### config.mk
export PLATFORM = sky130hd
export DESIGN_NAME = prom_cfg_loader
export DESIGN_NICKNAME = d
export VERILOG_FILES = /design/src/rtl/prom_ldr_pkg.sv /design/src/rtl/prom_bus_engine.sv /design/src/rtl/prom_seq_ctrl.sv /design/src/rtl/prom_cfg_loader.sv
export SDC_FILE = /design/constraint.sdc
export NUM_CORES = 1
export LEC_CHECK = 0
export BUFFER_PORTS_ARGS = -buffer_cell sky130_fd_sc_hd__buf_2
export CAP_MARGIN = 40
export CORE_MARGIN = 5
export CORE_UTILIZATION = 56
export CTS_CLUSTER_DIAMETER = 60
export DETAILED_ROUTE_END_ITERATION = 16
export PLACE_DENSITY = 0.8
export SYNTH_ARGS = -nofsm -noshare
export SYNTH_HDL_FRONTEND = slang
export SYNTH_SLANG_ARGS = --single-unit
### constraint.sdc
create_clock -name clk -period 3.1 [get_ports clk]
set_input_delay 0.31 -clock clk [delete_from_list [all_inputs] [get_ports clk]]
set_output_delay 0.31 -clock clk [all_outputs]
set_load 0.05 [all_outputs]
### src/rtl/prom_ldr_pkg.sv
package prom_ldr_pkg;

  localparam int PROM_BYTE_AW = 16;
  localparam int HOST_WORDS   = 2;

  typedef enum logic [1:0] {OP_START, OP_STOP, OP_WRITE, OP_READ} busOp_e;

  typedef enum logic [1:0] {JOB_CFG, JOB_RD, JOB_WR} job_e;

  typedef enum logic [3:0] {
    ST_DELAY, ST_IDLE, ST_START, ST_DEVW, ST_ADRH, ST_ADRL,
    ST_WDAT, ST_RSTA, ST_DEVR, ST_RDAT, ST_STOP
  } seqState_e;

  typedef struct packed {
    logic       go;
    busOp_e     op;
    logic [7:0] txByte;
    logic       nackLast;
  } busCmd_t;

  typedef struct packed {
    logic       busy;
    logic       done;
    logic [7:0] rxByte;
    logic       ackSeen;
  } busRsp_t;

endpackage

### src/rtl/prom_bus_engine.sv
module prom_bus_engine
  import prom_ldr_pkg::*;
#(
  parameter int QUARTER_CYCLES = 168
) (
  input  logic    clk,
  input  logic    rstN,
  input  busCmd_t cmd,
  output busRsp_t rsp,
  input  logic    sdaIn,
  output logic    sclLow,
  output logic    sdaLow
);

  localparam int DIV_W = $clog2(QUARTER_CYCLES + 1);

  logic             busy, done, tick, bitOp, sclNext, sdaNext;
  busOp_e           opReg;
  logic [1:0]       q;
  logic [3:0]       bitIdx;
  logic [8:0]       shTx, shRx;
  logic [DIV_W-1:0] divCnt;

  assign bitOp = (opReg == OP_WRITE) || (opReg == OP_READ);
  assign tick  = busy && (divCnt == DIV_W'(QUARTER_CYCLES - 1));

  // every op spans four quarters; SCL is low in q0,q1 and released in q2,q3
  always_comb begin
    sclNext = (q < 2'd2);
    sdaNext = sdaLow;
    case (opReg)
      OP_START: begin
        if (q == 2'd1 || q == 2'd2) sdaNext = 1'b0;
        else if (q == 2'd3)         sdaNext = 1'b1;
      end
      OP_STOP: begin
        if (q == 2'd1 || q == 2'd2) sdaNext = 1'b1;
        else if (q == 2'd3)         sdaNext = 1'b0;
      end
      default: if (q != 2'd0) sdaNext = !shTx[8];
    endcase
  end

  always_ff @(posedge clk or negedge rstN) begin
    if (!rstN) begin
      busy <= 1'b0; done <= 1'b0; opReg <= OP_START; q <= '0; bitIdx <= '0;
      shTx <= '1; shRx <= '1; divCnt <= '0; sclLow <= 1'b0; sdaLow <= 1'b0;
    end else begin
      done <= 1'b0;
      if (!busy) begin
        divCnt <= '0;
        if (cmd.go) begin
          busy   <= 1'b1;
          opReg  <= cmd.op;
          q      <= '0;
          bitIdx <= '0;
          shTx   <= (cmd.op == OP_WRITE) ? {cmd.txByte, 1'b1} : {8'hFF, cmd.nackLast};
        end
      end else if (tick) begin
        divCnt <= '0;
        sclLow <= sclNext;
        sdaLow <= sdaNext;
        if (bitOp && q == 2'd3) shRx <= {shRx[7:0], sdaIn};
        q <= q + 2'd1;
        if (q == 2'd3) begin
          if (!bitOp || bitIdx == 4'd8) begin
            busy <= 1'b0;
            done <= 1'b1;
          end else begin
            bitIdx <= bitIdx + 4'd1;
            shTx   <= {shTx[7:0], 1'b1};
          end
        end
      end else begin
        divCnt <= divCnt + DIV_W'(1);
      end
    end
  end

  assign rsp.busy    = busy;
  assign rsp.done    = done;
  assign rsp.rxByte  = shRx[8:1];
  assign rsp.ackSeen = !shRx[0];

  a_r10_scl_on_tick: assert property (@(posedge clk) disable iff (!rstN)
    (sclLow != $past(sclLow)) |-> $past(tick));

  a_r8_done_single: assert property (@(posedge clk) disable iff (!rstN)
    done |=> !done);

endmodule

### src/rtl/prom_seq_ctrl.sv
module prom_seq_ctrl
  import prom_ldr_pkg::*;
#(
  parameter int START_DELAY = 6000,
  parameter int CFG_WORDS   = 8
) (
  input  logic                      clk,
  input  logic                      rstN,
  input  logic                      sizeLarge,
  input  logic                      cmdValid,
  input  logic                      cmdWrite,
  input  logic [PROM_BYTE_AW-2:0]   cmdAddr,
  input  logic [15:0]               cmdWdata,
  output logic                      cmdReady,
  output logic                      cmdDone,
  output logic                      cmdErr,
  output logic [HOST_WORDS*16-1:0]  rdData,
  output logic                      loaded,
  output logic                      cfgFail,
  output logic [CFG_WORDS*16-1:0]   cfgData,
  output busCmd_t                   cmd,
  input  busRsp_t                   rsp
);

  localparam int DLY_W = $clog2(START_DELAY + 1);
  localparam int CNT_W = $clog2(2 * CFG_WORDS + 1);

  seqState_e             state;
  job_e                  job;
  logic                  issued, failed, largeReg;
  logic [DLY_W-1:0]      dlyCnt;
  logic [PROM_BYTE_AW-1:0] addrByte;
  logic [15:0]           wdata;
  logic [CNT_W-1:0]      byteCnt, nBytes;
  logic [7:0]            devSel;

  assign devSel   = largeReg ? 8'hA0 : {4'b1010, addrByte[10:8], 1'b0};
  assign cmdReady = loaded && (state == ST_IDLE);

  always_comb begin
    cmd          = '0;
    cmd.nackLast = (byteCnt == nBytes - CNT_W'(1));
    case (state)
      ST_START, ST_RSTA: cmd.op = OP_START;
      ST_STOP:           cmd.op = OP_STOP;
      ST_RDAT:           cmd.op = OP_READ;
      default:           cmd.op = OP_WRITE;
    endcase
    case (state)
      ST_DEVW: cmd.txByte = devSel;
      ST_DEVR: cmd.txByte = devSel | 8'h01;
      ST_ADRH: cmd.txByte = addrByte[15:8];
      ST_ADRL: cmd.txByte = addrByte[7:0];
      ST_WDAT: cmd.txByte = byteCnt[0] ? wdata[15:8] : wdata[7:0];
      default: cmd.txByte = 8'h00;
    endcase
    cmd.go = (state != ST_DELAY) && (state != ST_IDLE) && !issued && !rsp.busy;
  end

  always_ff @(posedge clk or negedge rstN) begin
    if (!rstN) begin
      state <= ST_DELAY; job <= JOB_CFG; issued <= 1'b0; failed <= 1'b0;
      largeReg <= 1'b0; dlyCnt <= '0; addrByte <= '0; wdata <= '0;
      byteCnt <= '0; nBytes <= '0; cmdDone <= 1'b0; cmdErr <= 1'b0;
      rdData <= '0; loaded <= 1'b0; cfgFail <= 1'b0; cfgData <= '0;
    end else begin
      cmdDone <= 1'b0;
      if (cmd.go) issued <= 1'b1;
      if (rsp.done) issued <= 1'b0;
      case (state)
        ST_DELAY: begin
          if (dlyCnt == DLY_W'(START_DELAY - 1)) begin
            dlyCnt <= '0; job <= JOB_CFG; addrByte <= '0; failed <= 1'b0;
            byteCnt <= '0; nBytes <= CNT_W'(2 * CFG_WORDS);
            largeReg <= sizeLarge; state <= ST_START;
          end else dlyCnt <= dlyCnt + DLY_W'(1);
        end
        ST_IDLE: if (cmdValid && cmdReady) begin
          job <= cmdWrite ? JOB_WR : JOB_RD;
          addrByte <= {cmdAddr, 1'b0}; wdata <= cmdWdata; failed <= 1'b0;
          byteCnt <= '0; nBytes <= CNT_W'(2 * HOST_WORDS);
          largeReg <= sizeLarge; state <= ST_START;
        end
        default: if (rsp.done) begin
          case (state)
            ST_START: state <= ST_DEVW;
            ST_RSTA:  state <= ST_DEVR;
            ST_DEVW:  state <= !rsp.ackSeen ? ST_STOP : (largeReg ? ST_ADRH : ST_ADRL);
            ST_ADRH:  state <= rsp.ackSeen ? ST_ADRL : ST_STOP;
            ST_ADRL:  state <= !rsp.ackSeen ? ST_STOP : ((job == JOB_WR) ? ST_WDAT : ST_RSTA);
            ST_WDAT: begin
              if (!rsp.ackSeen || byteCnt[0]) state <= ST_STOP;
              else byteCnt <= byteCnt + CNT_W'(1);
            end
            ST_DEVR: begin
              byteCnt <= '0;
              state   <= rsp.ackSeen ? ST_RDAT : ST_STOP;
            end
            ST_RDAT: begin
              if (job == JOB_CFG) cfgData[{byteCnt, 3'b000} +: 8] <= rsp.rxByte;
              else rdData[{byteCnt[1:0], 3'b000} +: 8] <= rsp.rxByte;
              if (byteCnt == nBytes - CNT_W'(1)) state <= ST_STOP;
              else byteCnt <= byteCnt + CNT_W'(1);
            end
            ST_STOP: begin
              if (job == JOB_CFG) begin
                if (failed) begin cfgFail <= 1'b1; state <= ST_DELAY; end
                else begin cfgFail <= 1'b0; loaded <= 1'b1; state <= ST_IDLE; end
              end else begin
                cmdDone <= 1'b1; cmdErr <= failed; state <= ST_IDLE;
              end
            end
            default: state <= ST_IDLE;
          endcase
          if (!rsp.ackSeen && (state == ST_DEVW || state == ST_ADRH ||
              state == ST_ADRL || state == ST_WDAT || state == ST_DEVR))
            failed <= 1'b1;
        end
      endcase
    end
  end

  a_r11_ready_needs_loaded: assert property (@(posedge clk) disable iff (!rstN)
    cmdReady |-> loaded);

  a_r9_fail_not_loaded: assert property (@(posedge clk) disable iff (!rstN)
    cfgFail |-> !loaded);

  a_r3_loaded_holds: assert property (@(posedge clk) disable iff (!rstN)
    loaded |=> loaded);

  a_r6_done_pulse: assert property (@(posedge clk) disable iff (!rstN)
    cmdDone |=> !cmdDone);

  a_r11_no_go_in_idle: assert property (@(posedge clk) disable iff (!rstN)
    (state == ST_IDLE) |-> !rsp.busy);

endmodule

### src/rtl/prom_cfg_loader.sv
module prom_cfg_loader
  import prom_ldr_pkg::*;
#(
  parameter int QUARTER_CYCLES = 168,
  parameter int START_DELAY    = 6000,
  parameter int CFG_WORDS      = 8
) (
  input  logic                     clk,
  input  logic                     rstN,
  input  logic                     sizeLarge,
  input  logic                     cmdValid,
  input  logic                     cmdWrite,
  input  logic [PROM_BYTE_AW-2:0]  cmdAddr,
  input  logic [15:0]              cmdWdata,
  output logic                     cmdReady,
  output logic                     cmdDone,
  output logic                     cmdErr,
  output logic [HOST_WORDS*16-1:0] rdData,
  output logic                     loaded,
  output logic                     cfgFail,
  output logic [CFG_WORDS*16-1:0]  cfgData,
  output logic                     sclLow,
  output logic                     sdaLow,
  input  logic                     sdaIn
);

  busCmd_t busCmd;
  busRsp_t busRsp;

  prom_seq_ctrl #(.START_DELAY(START_DELAY), .CFG_WORDS(CFG_WORDS)) u_ctrl (
    .clk(clk), .rstN(rstN), .sizeLarge(sizeLarge), .cmdValid(cmdValid),
    .cmdWrite(cmdWrite), .cmdAddr(cmdAddr), .cmdWdata(cmdWdata),
    .cmdReady(cmdReady), .cmdDone(cmdDone), .cmdErr(cmdErr), .rdData(rdData),
    .loaded(loaded), .cfgFail(cfgFail), .cfgData(cfgData),
    .cmd(busCmd), .rsp(busRsp)
  );

  prom_bus_engine #(.QUARTER_CYCLES(QUARTER_CYCLES)) u_bus (
    .clk(clk), .rstN(rstN), .cmd(busCmd), .rsp(busRsp),
    .sdaIn(sdaIn), .sclLow(sclLow), .sdaLow(sdaLow)
  );

endmodule

# Word-level counts from Yosys, hierarchy flattened
# Cells that the tools add are included.
# totals
inputBits	37
register_bits	266
output_inout_bits	167
elab_cells	212
# op_classes
shifts	4
n_addsub	8
reduce_logical	50
bitwise	4
magnitude_cmp	1
n_eq_ne	34
muxes	85
# op_table
cell	count
bitwise mux 128 bit	1
variable shift 8 x 10 -> 128 bit (first input constant)	1
indexed part select 8 x 10 -> 128 bit	1
two-way mux 4 bit	14
two-way mux 9 bit	6
case mux 8 bit (5 select lines)	1
case mux 4 bit (9 select lines)	1
two-way mux 5 bit	7
bitwise mux 32 bit	1
two-way mux 16 bit	2
case mux 16 bit (2 select lines)	1
variable shift 8 x 7 -> 32 bit (first input constant)	1
indexed part select 8 x 7 -> 32 bit	1
two-way mux 1 bit	31
two-way mux 8 bit	3
AND reduction 4 bit	6
case mux 5 bit (2 select lines)	2
== test 4 x 3 -> 1 bit (second input constant)	4
== test 4 bit (second input constant)	4
case mux 5 bit (3 select lines)	1
AND reduction 5 bit	3
two-way mux 2 bit	7
adder 13 x 1 -> 13 bit (second input constant)	1
== test 13 bit (second input constant)	1
40 further kinds	85

# Logic depth before layout (Yosys ltp)
# logic_depth
ltp_word	9
depth_mapped	10
depth_no_buf	7

# By module
# A second synthesis with hierarchy kept.
# hier_totals
cells_unflattened	1052
area_unflattened_um2	12036.5
# modules_own_cells
module	cells_each	area_each_um2	seq_area_each_um2	instances
prom_seq_ctrl	881	10040.9	5605.4	1
prom_bus_engine	171	1995.7	973.4	1

# Worst setup path after synthesis
# OpenSTA, ideal clock, no wires.
# synth_path
path_kind	flip-flop to flip-flop
from	register u_ctrl.byteCnt[0]
to	register u_ctrl.cfgData[59]
required_time_ns	2.975
arrival_time_ns	2.402
period_less_slack_ns	2.527
setup_time_ns	0.125
setup_slack_ns	0.573
path_buffers	3
stages_incl_launch_ff	10
path_cell_list	dfrtp_1 buf_2 inv_1 ha_1 clkbuf_1 xnor2_1 nor2_1 clkbuf_1 and3_1 mux2_2
# synth_via
elab_chain_len	3
word_cells_on_any_way	4
classes_between	1 x add/sub; 2 x shift; 1 x mux
# synth_rtl
element	line_no	text
start, declared	prom_seq_ctrl.sv:34	logic [CNT_W-1:0] byteCnt, nBytes;
start signal, assigned	prom_seq_ctrl.sv:93	else byteCnt <= byteCnt + CNT_W'(1);
start signal, assigned	prom_seq_ctrl.sv:103	else byteCnt <= byteCnt + CNT_W'(1);
negation 8 -> 10 bit (*)	prom_seq_ctrl.sv:100	if (job == JOB_CFG) cfgData[{byteCnt, 3'b000} +: 8] <= rsp.rxByte;
indexed part select 8 x 10 -> 128 bit or variable shift 8 x 10 -> 128 bit (tied branches)	prom_seq_ctrl.sv:100	
bitwise mux 128 bit (*)	prom_seq_ctrl.sv:100	
end signal, assigned by index	prom_seq_ctrl.sv:100	
end, declared	prom_seq_ctrl.sv:20	output logic [CFG_WORDS*16-1:0] cfgData,
# Mark *: on every way between the ends. The rest lies on a longest branch, timed or not.
# A chain may end at the register's enable or synchronous reset.

# Worst setup path in the final report
# layout_path
from	register u_ctrl.byteCnt[0]
to	register u_ctrl.cfgData[23]
# Same word-level chain as after synthesis.

==> results.py <==
metrics = {
    "floorplan": {
        "top_level_i_o_count": 204,
        "chipHeight_um": 156,
        "fp.dieArea_sq_mm": 0.0244,
        "placement_rows": 53,
        "start_util_pct": 56.8,
        "floorplan.core_area_sq_mm": 0.0210,
        "chipWidth_um": 156,
    },
    "worst_hold_path": {
        "worstHoldPathCells": 2,
        "worstHoldPathType": "input pin to register",
    },
    "clock_tree": {
        "tritoncts": "done",
        "cts-root-buf": "sky130_fd_sc_hd__clkbuf_16",
        "cts_max_level": 1,
        "cts.reportedPaths.clkPinSlew_ns": 0.06,
        "skew_pair_late_insertion_delay_ns": 0.53,
        "clkSinkCount": 262,
        "cts_max_path_buffers": 3,
        "cts_inserted_buffers": 27,
    },
    "routing": {
        "drc": 0,
        "first_pass_iters": 5,
        "detailroute.via_count": 9177,
        "avgViaCountPerCell": 5.77,
        "routed_wire_length_per_instance_um": 19.4,
        "route.antenna.remaining_nets": 0,
        "routed_wirelength_um": 30800,
        "detailedRoute.firstIterationViolations": 569,
    },
    "cells_and_area": {
        "number_of_fill_cells_in_the_layout": 1497,
        "antenna_cells_inserted": 0,
        "final_net_count": 1344,
        "multi_input_area_sq_mm": 0.00497,
        "layout_cells_sized_above_1_pct": 33.8,
        "seq_area_sq_mm": 0.00658,
        "syn_to_final_growth_pct": 21.1,
    },
    "pwr": {
        "power.density_mw_per_mm2": 483,
        "seq_power_share_pct": 49.0,
        "netSwitchingPower_w": 0.00140,
        "p_sw_share_pct": 20.1,
        "worst_ir_drop_on_vdd_mv": 0.381,
        "internal_power_w": 0.00558,
        "leakage_nw": 7.63,
        "clkPwrFrac_pct": 49.2,
        "fin_total_pwr_w": 0.00698,
        "p_comb_share_pct": 1.8,
    },
    "logic_synthesis": {
        "ys_seq_elements": 262,
        "synthesis.instances": 1074,
        "synth_area_leader_cell": "sky130_fd_sc_hd__dfrtp_1",
        "yosys_most_used_dff": "sky130_fd_sc_hd__dfrtp_1",
        "post_synth_instance_area_sq_mm": 0.0119,
        "yosys_warnings": 0,
        "synth.net_count": 1122,
        "postSynthAreaPerCell_sq_um": 11.1,
        "post-synth-top-area-fraction_pct": 51.1,
        "asyncSetResetFlopFracSynth_pct": 100,
        "yosys-top-cells-area": "sky130_fd_sc_hd__dfrtp_1, sky130_fd_sc_hd__mux2_2, sky130_fd_sc_hd__nand2_1",
        "post_synth_num_cell_types": 71,
        "synth-seq-area-share_pct": 55.1,
        "synth_edf_count": 0,
    },
    "setup_path": {
        "r2r-end": "u_ctrl.cfgData[23]$_DFFE_PN0P_",
        "timing.setup.critical_path_class": "register to register",
        "worst_setup_path_end_kind": "register",
        "cp_max_fo": 8,
        "timing.critical_path.required_ns": 3.50,
        "slowest_delay_ns": 0.52,
        "startpoint": "u_ctrl.byteCnt[0]$_DFFE_PN0P_",
        "crit_path_start_kind": "register",
        "critical_path.slowest_cell": "sky130_fd_sc_hd__o221ai_2",
        "r2r_setup_slack_ns": 0.43,
        "r2r.worst_path.cells": 5,
        "regToRegStartpoint": "u_ctrl.byteCnt[0]$_DFFE_PN0P_",
        "worstPathCellList": "buf_4 -> or3_1 -> o221ai_2 -> and3_1 -> mux2_2",
        "worstSetupEndpoint": "u_ctrl.cfgData[23]$_DFFE_PN0P_",
        "worst_ep_arrival_time_ns": 3.07,
    },
    "timing": {
        "grt_setup_unrepaired": "no",
        "max-slew-margin-rel_pct": 38.0,
        "timing_hold_violations_final": 0,
        "post-route-worst-setup-slack_ns": 0.429,
        "worstMarginPinSlew_ns": 0.926,
        "setup_viol_count_final": 0,
        "fin_tns_setup_ns": 0,
        "finalCriticalPeriod_ns": 2.67,
        "period_share_pct": 86.2,
        "timing_max_transition_violations_final": 0,
        "fmax_mhz": 374,
        "timing.clock.skew_ns": 0.0145,
    },
    "global_route": {
        "antenna_found_initial": 0,
        "grt_pass1_wl_um": 49700,
        "grt_start_max_net_pins": 81,
        "grt_pass1_vias": 9234,
        "groute.usage.overall_pct": 25.2,
        "gr-total-overflow": 0,
    },
    "placed_design": {
        "hpwlAfterDp_um": 20700,
        "gp_congestion": 0.838,
        "numPortBuffers": 203,
        "post-place-ws_ns": 0.478,
    },
    "job": {
        "cap_violations": 0,
    },
    "status": {
        "run_status": "complete, no violations",
    },
}
==> synthesized netlist by cell type (5+ instances only) <==
master                       n
sky130_fd_sc_hd__nor3_1      9
sky130_fd_sc_hd__dfstp_2    18
sky130_fd_sc_hd__a21oi_1    21
sky130_fd_sc_hd__and3_1     49
sky130_fd_sc_hd__mux2_2    127
sky130_fd_sc_hd__o31ai_1    19
sky130_fd_sc_hd__nand3_1    26
sky130_fd_sc_hd__o21ai_0    59
sky130_fd_sc_hd__ha_1       11
sky130_fd_sc_hd__a22o_1     22
sky130_fd_sc_hd__buf_4       5
sky130_fd_sc_hd__buf_2      16
sky130_fd_sc_hd__xnor2_1     8
sky130_fd_sc_hd__clkbuf_1   38
sky130_fd_sc_hd__and2_1      9
sky130_fd_sc_hd__nor2_1     64
sky130_fd_sc_hd__mux2i_1    20
sky130_fd_sc_hd__xor2_1     10
sky130_fd_sc_hd__inv_1      33
sky130_fd_sc_hd__nand4_1     9
sky130_fd_sc_hd__nand2_1   159
sky130_fd_sc_hd__nor2b_1     8
sky130_fd_sc_hd__a211oi_1    6
sky130_fd_sc_hd__nand2b_1    6
sky130_fd_sc_hd__dfrtp_1   244
sky130_fd_sc_hd__nand3_2     7
==> critical path, delay by kind of cell (launching register included) <==
family                 cells  cell delay [ns]
DFF                        1             0.43
muxes                      1             0.39
AOI/OAI and AO/OA          1             0.52
and+or+nand+nor            2             1.01
buffers and inverters      1             0.19
==> kinds of logic (layout without fill, tap and decap cells) <==
family / count (synthesis) / in the layout / synth area share [%]
AO/OA/AOI/OAI: 158 / 158 / 8.93
XOR/XNOR: 18 / 18 / 1.32
adder cells (fa/ha/maj): 11 / 11 / 1.15
buffers and inverters: 97 / 338 / 3.37
flip-flops: 262 / 262 / 55.1
multiplexers: 149 / 149 / 14.0
AND/OR/NAND/NOR: 379 / 379 / 16.2
==> per-layer routing <==
| metal | routed length (um) | track usage, % | vias to the layer above |
|---|---|---|---|
| met5 | 0 | 0 | - |
| met4 | 914 | 8.21 | 0 |
| met3 | 2130 | 3.88 | 69 |
| met2 | 15300 | 42.3 | 358 |
| met1 | 12500 | 33.8 | 4537 |
| li1 | - | - | 4213 |
==> through the flow <==
stage,hold WS (ns),utilization [%],cells,area [sq um]
CTS,0.00135,68.8,1590,14500
global route,0.0175,68.8,1590,14500
global placement,0.335,63.0,1513,13200
detailed placement,0.340,63.0,1514,13200
floorplan,0.0144,-,1074,11900
finish,0.0242,68.8,1590,14500
==> sequential cells by signal, summed over array words and instances, names as in the netlist, 2 cells and up <==
signal / cells
u_bus.opReg: 2
u_ctrl.dlyCnt: 13
u_ctrl.cfgData: 128
u_bus.bitIdx: 4
u_ctrl.nBytes: 2
u_ctrl.byteCnt: 5
u_ctrl.rdData: 32
u_ctrl.wdata: 16
u_bus.shRx: 9
u_bus.divCnt: 8
u_bus.q: 2
u_ctrl.state: 4
u_bus.shTx: 9
u_ctrl.job: 2
u_ctrl.addrByte: 15
==> placed cells by master (no fill, tap or decap), types with 8 or more instances in the layout <==
| cell | n |
|---|---|
| sky130_fd_sc_hd__dfrtp_1 | 244 |
| sky130_fd_sc_hd__buf_2 | 203 |
| sky130_fd_sc_hd__nand2_1 | 159 |
| sky130_fd_sc_hd__mux2_2 | 127 |
| sky130_fd_sc_hd__nor2_1 | 64 |
| sky130_fd_sc_hd__o21ai_0 | 59 |
| sky130_fd_sc_hd__and3_1 | 49 |
| sky130_fd_sc_hd__inv_1 | 33 |
| sky130_fd_sc_hd__dlygate4sd3_1 | 28 |
| sky130_fd_sc_hd__clkbuf_16 | 27 |
| sky130_fd_sc_hd__nand3_1 | 26 |
| sky130_fd_sc_hd__buf_4 | 23 |
| sky130_fd_sc_hd__a22o_1 | 22 |
| sky130_fd_sc_hd__a21oi_1 | 21 |
| sky130_fd_sc_hd__mux2i_1 | 20 |
| sky130_fd_sc_hd__o31ai_1 | 19 |
| sky130_fd_sc_hd__dfstp_2 | 18 |
| sky130_fd_sc_hd__ha_1 | 11 |
| sky130_fd_sc_hd__xor2_1 | 10 |
| sky130_fd_sc_hd__nor3_1 | 9 |
| sky130_fd_sc_hd__nand4_1 | 9 |
| sky130_fd_sc_hd__and2_1 | 9 |
| sky130_fd_sc_hd__xnor2_1 | 8 |
| sky130_fd_sc_hd__nor2b_1 | 8 |
==> worst min path at each step <==
stage	slack, ns	end	from
2_1_floorplan	0.01	u_bus.bitIdx[0]$_DFFE_PN0P_	rstN
3_3_place_gp	0.33	u_ctrl.cfgData[34]$_DFFE_PN0P_	rstN
3_5_place_dp	0.34	u_ctrl.cfgData[34]$_DFFE_PN0P_	rstN
4_1_cts	0.001	u_ctrl.addrByte[8]$_DFFE_PN0P_	cmdAddr[7]
5_1_grt	0.02	u_ctrl.addrByte[8]$_DFFE_PN0P_	cmdAddr[7]
6_report	0.02	u_ctrl.addrByte[12]$_DFFE_PN0P_	cmdAddr[11]
==> what timing repair did <==
action | CTS | global route
hold endpoints to repair | 95 | 0
resized for setup | 0 | 0
hold buffers | 28 | 0
setup buffers | 0 | 0
setup endpoints to repair | 0 | 0
==> layout make-up <==
| cell class | instances | area share, % |
|---|---|---|
| Tap cell | 275 | 2.38 |
| Clock buffer | 36 | 5.18 |
| Timing Repair Buffer | 256 | 10.4 |
| Sequential cell | 262 | 45.5 |
| Inverter | 34 | 0.882 |
| Multi-Input combinational cell | 715 | 34.3 |
| Clock inverter | 12 | 1.34 |
==> power groups by stage <==
| stage | Combinational (W) | Sequential, W | Clock, W |
|---|---|---|---|
| 2_1_floorplan | 0.000000525 | 0.00348 | 0 |
| 3_5_place_dp | 0.000102 | 0.00348 | 0 |
| 4_1_cts | 0.000129 | 0.00342 | 0.00349 |
| 6_report | 0.000127 | 0.00342 | 0.00343 |
| 3_3_place_gp | 0.0000999 | 0.00348 | 0 |
| 5_1_grt | 0.000145 | 0.00342 | 0.00363 |
Power figures use the tool's default switching activity.
